===== config.mk =====
export PLATFORM = sky130hd
export DESIGN_NAME = pic8_ctrl
export DESIGN_NICKNAME = d
export VERILOG_FILES = /design/src/rtl/pic_pkg.sv /design/src/rtl/pic_init_seq.sv /design/src/rtl/pic_trigger.sv /design/src/rtl/pic_prio.sv /design/src/rtl/pic8_ctrl.sv
export SDC_FILE = /design/constraint.sdc
export NUM_CORES = 1
export LEC_CHECK = 0
export BUFFER_PORTS_ARGS = -buffer_cell sky130_fd_sc_hd__buf_4
export CAP_MARGIN = 20
export CORE_ASPECT_RATIO = 1.1
export CORE_UTILIZATION = 50
export CTS_CLUSTER_SIZE = 30
export DETAILED_ROUTE_END_ITERATION = 8
export PLACE_DENSITY = 0.69
export SYNTH_ARGS = -nofsm -noshare
export SYNTH_HDL_FRONTEND = slang
export SYNTH_SLANG_ARGS = --single-unit

===== constraint.sdc =====
create_clock -name clk -period 9.8 [get_ports clk]
set_input_delay 1.47 -clock clk [delete_from_list [all_inputs] [get_ports clk]]
set_output_delay 1.47 -clock clk [all_outputs]
set_load 0.02 [all_outputs]

===== src/rtl/pic_pkg.sv =====
`timescale 1ns/1ps
package pic_pkg;
  typedef enum logic [1:0] {
    ST_RUN   = 2'd0,
    ST_BASE  = 2'd1,
    ST_CASC  = 2'd2,
    ST_EXTRA = 2'd3
  } seq_state_t;

  localparam logic [1:0] A_CMD  = 2'd0;
  localparam logic [1:0] A_DATA = 2'd1;
  localparam logic [1:0] A_TRIG = 2'd2;

  localparam int START_BIT  = 4;
  localparam int SEL_BIT    = 3;
  localparam int NEED4_BIT  = 0;
  localparam int SINGLE_BIT = 1;

  localparam logic [2:0] OP_EOI     = 3'b001;
  localparam logic [2:0] OP_EOI_ROT = 3'b101;
  localparam logic [2:0] OP_ROT_ON  = 3'b100;
  localparam logic [2:0] OP_ROT_OFF = 3'b000;
endpackage


===== src/rtl/pic_init_seq.sv =====
`timescale 1ns/1ps
module pic_init_seq
  import pic_pkg::*;
#(
  parameter int DATA_W = 8,
  parameter int ID_W   = 3
) (
  input  logic                   clk,
  input  logic                   rst_n,
  input  logic                   wr_en,
  input  logic [1:0]             wr_addr,
  input  logic [DATA_W-1:0]      wr_data,
  output logic                   ready,
  output logic [DATA_W-ID_W-1:0] vec_base,
  output logic                   init_go,
  output logic                   mask_we,
  output logic                   op_eoi,
  output logic                   op_rotate,
  output logic                   op_rot_on,
  output logic                   op_rot_off
);
  seq_state_t st_q, st_n;
  logic need4_q, single_q;
  logic cmd_wr, dat_wr, op_wr;
  logic [2:0] op_code;
  logic spare_unused;

  assign cmd_wr  = wr_en && (wr_addr == A_CMD);
  assign dat_wr  = wr_en && (wr_addr == A_DATA);
  assign ready   = (st_q == ST_RUN);
  assign init_go = cmd_wr && wr_data[START_BIT];
  assign op_wr   = cmd_wr && !wr_data[START_BIT] && !wr_data[SEL_BIT] && ready;
  assign op_code = wr_data[DATA_W-1 -: 3];
  assign spare_unused = ^wr_data;

  assign op_eoi     = op_wr && ((op_code == OP_EOI) || (op_code == OP_EOI_ROT));
  assign op_rotate  = op_wr && (op_code == OP_EOI_ROT);
  assign op_rot_on  = op_wr && (op_code == OP_ROT_ON);
  assign op_rot_off = op_wr && (op_code == OP_ROT_OFF);
  assign mask_we    = dat_wr && ready;

  function automatic seq_state_t after_base(input logic single, input logic need4);
    if (!single) return ST_CASC;
    return need4 ? ST_EXTRA : ST_RUN;
  endfunction

  always_comb begin
    st_n = st_q;
    if (init_go) begin
      st_n = ST_BASE;
    end else if (dat_wr) begin
      case (st_q)
        ST_BASE:  st_n = after_base(single_q, need4_q);
        ST_CASC:  st_n = need4_q ? ST_EXTRA : ST_RUN;
        ST_EXTRA: st_n = ST_RUN;
        default:  st_n = st_q;
      endcase
    end
  end

  always_ff @(posedge clk) begin
    if (!rst_n) begin
      st_q     <= ST_RUN;
      need4_q  <= 1'b0;
      single_q <= 1'b0;
      vec_base <= '0;
    end else begin
      st_q <= st_n;
      if (init_go) begin
        need4_q  <= wr_data[NEED4_BIT];
        single_q <= wr_data[SINGLE_BIT];
      end
      if (dat_wr && (st_q == ST_BASE)) vec_base <= wr_data[DATA_W-1:ID_W];
    end
  end


  init_blocks_chk: assert property (@(posedge clk) disable iff (!rst_n)
    init_go |=> !ready);

  extra_ends_chk: assert property (@(posedge clk) disable iff (!rst_n)
    (dat_wr && !init_go && (st_q == ST_EXTRA)) |=> ready);
endmodule


===== src/rtl/pic_trigger.sv =====
`timescale 1ns/1ps
module pic_trigger #(
  parameter int N = 8
) (
  input  logic         clk,
  input  logic         rst_n,
  input  logic [N-1:0] irq,
  input  logic [N-1:0] lvl,
  input  logic [N-1:0] clr,
  output logic [N-1:0] req
);
  for (genvar g = 0; g < N; g++) begin : g_line
    logic prev_q, req_q;
    always_ff @(posedge clk) begin
      if (!rst_n) begin
        prev_q <= 1'b0;
        req_q  <= 1'b0;
      end else begin
        prev_q <= irq[g];
        if (lvl[g]) req_q <= irq[g] & ~clr[g];
        else        req_q <= (req_q & ~clr[g]) | (irq[g] & ~prev_q);
      end
    end
    assign req[g] = req_q;


    level_follow_chk: assert property (@(posedge clk) disable iff (!rst_n)
      $past(lvl[g]) |-> (req[g] == ($past(irq[g]) && !$past(clr[g]))));

    edge_hold_chk: assert property (@(posedge clk) disable iff (!rst_n)
      ($past(!lvl[g]) && $past(req[g]) && !$past(clr[g])) |-> req[g]);
  end
endmodule


===== src/rtl/pic_prio.sv =====
`timescale 1ns/1ps
module pic_prio #(
  parameter int N    = 8,
  parameter int ID_W = 3
) (
  input  logic [N-1:0]    req,
  input  logic [N-1:0]    mask,
  input  logic [N-1:0]    isr,
  input  logic [ID_W-1:0] hi,
  output logic            int_req,
  output logic [ID_W-1:0] win_id,
  output logic            svc_valid,
  output logic [ID_W-1:0] svc_id
);
  function automatic logic [ID_W-1:0] rank(input logic [ID_W-1:0] line,
                                           input logic [ID_W-1:0] top);
    return line - top;
  endfunction

  function automatic logic [ID_W:0] pick(input logic [N-1:0] v,
                                         input logic [ID_W-1:0] top);
    logic found;
    logic [ID_W-1:0] sel, idx;
    found = 1'b0;
    sel   = '0;
    for (int k = 0; k < N; k++) begin
      idx = top + ID_W'(k);
      if (v[idx] && !found) begin
        found = 1'b1;
        sel   = idx;
      end
    end
    return {found, sel};
  endfunction

  logic win_found;

  always_comb begin
    {win_found, win_id} = pick(req & ~mask, hi);
    {svc_valid, svc_id} = pick(isr, hi);
    int_req = win_found && (!svc_valid || (rank(win_id, hi) < rank(svc_id, hi)));
  end
endmodule


===== src/rtl/pic8_ctrl.sv =====
`timescale 1ns/1ps
module pic8_ctrl #(
  parameter int N_LINES = 8,
  parameter int DATA_W  = 8
) (
  input  logic               clk,
  input  logic               rst_n,
  input  logic               wr_en,
  input  logic [1:0]         wr_addr,
  input  logic [DATA_W-1:0]  wr_data,
  input  logic [N_LINES-1:0] irq_in,
  input  logic               ack,
  output logic               int_out,
  output logic               vec_valid,
  output logic [DATA_W-1:0]  vec_out
);
  localparam int ID_W   = $clog2(N_LINES);
  localparam int BASE_W = DATA_W - ID_W;
  localparam logic [N_LINES-1:0] ONE_HOT0 = {{(N_LINES-1){1'b0}}, 1'b1};

  logic [N_LINES-1:0] mask_q, isr_q, lvl_q, req, grant_hot, done_hot;
  logic [ID_W-1:0]    hi_q, win_id, svc_id;
  logic [BASE_W-1:0]  vec_base;
  logic rot_q, int_req, svc_valid, seq_ready, init_go, mask_we;
  logic op_eoi, op_rotate, op_rot_on, op_rot_off, ack_hit, trig_we;

  pic_init_seq #(.DATA_W(DATA_W), .ID_W(ID_W)) u_seq (
    .clk(clk), .rst_n(rst_n), .wr_en(wr_en), .wr_addr(wr_addr), .wr_data(wr_data),
    .ready(seq_ready), .vec_base(vec_base), .init_go(init_go), .mask_we(mask_we),
    .op_eoi(op_eoi), .op_rotate(op_rotate), .op_rot_on(op_rot_on), .op_rot_off(op_rot_off)
  );

  pic_trigger #(.N(N_LINES)) u_trig (
    .clk(clk), .rst_n(rst_n), .irq(irq_in), .lvl(lvl_q), .clr(grant_hot), .req(req)
  );

  pic_prio #(.N(N_LINES), .ID_W(ID_W)) u_prio (
    .req(req), .mask(mask_q), .isr(isr_q), .hi(hi_q),
    .int_req(int_req), .win_id(win_id), .svc_valid(svc_valid), .svc_id(svc_id)
  );

  assign int_out   = seq_ready && int_req;
  assign ack_hit   = ack && int_out;
  assign trig_we   = wr_en && (wr_addr == pic_pkg::A_TRIG);
  assign grant_hot = ack_hit ? (ONE_HOT0 << win_id) : '0;
  assign done_hot  = (op_eoi && svc_valid) ? (ONE_HOT0 << svc_id) : '0;

  always_ff @(posedge clk) begin
    if (!rst_n) begin
      mask_q    <= '0;
      isr_q     <= '0;
      lvl_q     <= '0;
      hi_q      <= '0;
      rot_q     <= 1'b0;
      vec_valid <= 1'b0;
      vec_out   <= '0;
    end else begin
      vec_valid <= ack;
      if (ack) vec_out <= {vec_base, ack_hit ? win_id : {ID_W{1'b1}}};
      if (trig_we) lvl_q <= wr_data[N_LINES-1:0];
      if (init_go) begin
        mask_q <= '0;
        isr_q  <= '0;
        hi_q   <= '0;
        rot_q  <= 1'b0;
      end else begin
        if (mask_we) mask_q <= wr_data[N_LINES-1:0];
        isr_q <= (isr_q | grant_hot) & ~done_hot;
        if (op_rot_on)  rot_q <= 1'b1;
        if (op_rot_off) rot_q <= 1'b0;
        if (op_eoi && svc_valid && (rot_q || op_rotate)) hi_q <= svc_id + 1'b1;
      end
    end
  end


  int_needs_ready_chk: assert property (@(posedge clk) disable iff (!rst_n)
    int_out |-> seq_ready);

  isr_rise_on_ack_chk: assert property (@(posedge clk) disable iff (!rst_n)
    ((isr_q & ~$past(isr_q)) != '0) |-> $past(ack && int_out));

  eoi_single_clear_chk: assert property (@(posedge clk) disable iff (!rst_n)
    $past(op_eoi) |-> ($countones($past(isr_q) & ~isr_q) <= 1));

  spurious_vec_chk: assert property (@(posedge clk) disable iff (!rst_n)
    ($past(ack) && !$past(int_out)) |-> (vec_valid && (vec_out[ID_W-1:0] == {ID_W{1'b1}})));
endmodule


==> summary.txt <==
post-synth cell types - 65
IO Pins - 32
Max FO, Critical Path - 25
antenna cells - 0
fin crit period - 7.57 ns
Max-Cap Viols - 0
CP Data Required Time - 8.33 ns
setup repair bufs after CTS - 0
Vias/cell - 6.21
Final Max Tran Viols - 0
Ys Warns - 0
final period utilization - 0.773
GRT overflow - 0
met2 WL post-DR - 5670 um
Worst-path clk slew - 0.07 ns
Area Growth Syn to Fin - 10.8%
Min-Delay Path Class - flip-flop to flip-flop
Die ar. - 0.00930 mm2
via count - 3855
RSZ-0062 raised after global routing - false
Core Util, Final - 0.582
site row count - 35
Slew headroom - 0.338
status - finished clean
metal1 wirelength - 5000 um
Post-Route Setup TNS - 0 ns
post-route cell area - 0.00494 mm2
Post-Place Cells - 605
number of synthesized flops with an enable pin - 0
VDD IR max - 0.169 mV
synth top area cells - dfxtp_1, mux2i_1, mux4_2, nor2b_1, nor2_1
flop2flop setup slack - 3.04 ns
Synth Area in Adders - 0.0426
Least-Margin Pin Slew - 0.993 ns
CP Capture Type - output port
Die X - 92.1 um
largest family of logic cells by synthesized area - multiplexers
initial antenna violation count - 0
routed len/inst - 18.5 um
Post-route DRC - 0
Post-Syn Nets - 518
Longest Clk Path Bufs - 2
Clock Root Buffer - clkbuf_8
post-placement setup slack - 2.69 ns
simple-gate share of the synthesized area - 0.191
Resized cells post-CTS - 0
worst setup margin - 2.23 ns
post-synthesis xor/xnor area fraction - 0.0174
DP Area - 0.00475 mm2
Syn Std Cell Area - 0.00446 mm2
Synth Register Bits - 62
post-synthesis sequential area ratio - 0.278
Pre-Repair DR Iteration Count - 4
FFs w/ async S/R, synth - 0
largest net degree at the start of global routing - 45
gpl congestion - 0.950
Synth top area share - 0.278
vias in the first global route - 3730
final net count - 541
critical path class - flip-flop to output port
Synth Flop Type - dfxtp_1
topmost layer with routed signal wires - met4
Synth Area in Compound Gates - 0.186
layout cells sized above 1 - 0.186
CTS Buf Count - 9
CTS tree - done
endpoints failing setup - 0
post-route ant nets - 0
final hold violation count - 0
commonest cells after routing, fill and taps aside - dfxtp_1, mux2i_1, nor2_1
fmax - 0.132 GHz
DP HPWL - 8680 um
Overall Global Routing Usage - 0.261
H-Tree Depth - 3
DR iter-0 viols - 228
port bufs - 31
clock tree sinks - 62
Finished Layout Cells - 621
cells after synthesis - 482
crit start category - flip-flop
Die H - 101 um
core outline area - 0.00850 mm2
Critical Path AT - 6.10 ns
first-pass GRT wire length - 18900 um
commonest non-fill, non-tap cell in the layout - dfxtp_1
metal3 WL - 622 um
Max Clock Skew - 0.00606 ns
P per Cell Area - 226 mW/mm2
insertion delay to the later sink of the worst-skew pair - 0.34 ns
Routed WL - 11500 um
hold_buf cts - 0
average size of a mapped cell - 9.25 um2
dominant cell type by area after synthesis - dfxtp_1
Initial Util - 0.525
LEAKAGE - 2.06 nW
mux contribution to synthesized area - 0.243
## state kept, by name, summed over array words and instances, names as in the netlist
signal,flops
vec_valid,1
u_seq.need4_q,1
mask_q,8
rot_q,1
u_seq.st_q,2
hi_q,3
lvl_q,8
vec_out,8
u_trig.g_line.prev_q,8
u_seq.vec_base,5
isr_q,8
u_trig.g_line.req_q,8
u_seq.single_q,1
## final cells by class
class / instances / area (um2)
clock inverters: 7 / 73.8
clock buffers: 9 / 124
fillers: 760 / 3550
flip-flops and latches: 62 / 1240
well taps: 111 / 139
repair buffers: 36 / 268
inverters: 17 / 66.3
multi-input cells: 379 / 3030
## critical path, stage by stage (launching register included)
cell	delay, ns
dfxtp_1	0.31
buf_4	0.29
clkinv_1	0.28
ha_1	1.02
mux4_2	0.67
a21oi_1	0.21
a22o_1	0.24
nand3_1	0.18
o311ai_0	0.42
nand2b_1	0.19
ha_1	0.23
fa_1	0.38
xnor2_1	0.18
xnor2_1	0.14
ha_1	0.25
a21o_1	0.17
a221oi_2	0.38
buf_4	0.22
## path summary, 6_finish.rpt
kind | end | start | depth (start not counted)
worst min register to register | u_trig.g_line[4].req_q | u_trig.g_line[4].prev_q | 1
worst max-delay path | int_out | hi_q[1] | 17
worst max register to register | u_trig.g_line[1].req_q | hi_q[1] | 19
worst min-delay path | u_trig.g_line[4].req_q | u_trig.g_line[4].prev_q | 1
## cell families (layout without fill, tap and decap cells)
logic type / count (synthesis) / after routing
AOI/OAI and AO/OA: 114 / 114
buffers and inverters: 41 / 69
muxes: 80 / 80
adders and majority gates: 14 / 14
xor gates and xnor gates: 8 / 8
and+or+nand+nor: 163 / 163
DFF: 62 / 62
## metrics by stage
step                      total power [W]  hold slack [ns]
after CTS                         0.00111            0.421
final                             0.00112            0.421
after global placement           0.000891            0.401
after floorplan                  0.000737            0.397
after detailed placement         0.000889            0.409
after global routing              0.00119            0.437
## per-layer routing
| layer | vias up | GRT usage |
|---|---|---|
| met4 | 0 | 0.0998 |
| li1 | 1825 | - |
| met2 | 146 | 0.448 |
| met1 | 1870 | 0.330 |
| met3 | 14 | 0.0392 |
| met5 | - | 0 |
## report_power, final
group	internal [W]	switching [W]	total [W]
Combinational	0.000238	0.000341	0.000579
Sequential	0.000283	0.0000344	0.000318
Clock	0.000118	0.000105	0.000223
## cell usage after synthesis (4+ instances only)
cell type / instances
dfxtp_1: 62
mux2i_1: 53
nor2_1: 42
nand2_1: 33
nor2b_1: 30
mux4_2: 22
a21oi_1: 21
o21ai_0: 20
inv_1: 14
nand2b_1: 14
ha_1: 12
and2_1: 11
clkbuf_1: 10
buf_2: 7
o21a_1: 7
a31oi_1: 6
nor3_1: 6
a2bb2oi_1: 5
mux2_2: 5
nand3_1: 5
o221a_2: 5
o31ai_1: 5
xnor2_1: 5
a21o_1: 4
and3_1: 4
buf_1: 4
nand3b_1: 4
nor3b_1: 4
o32ai_1: 4
(Power assumes the default switching activity.)
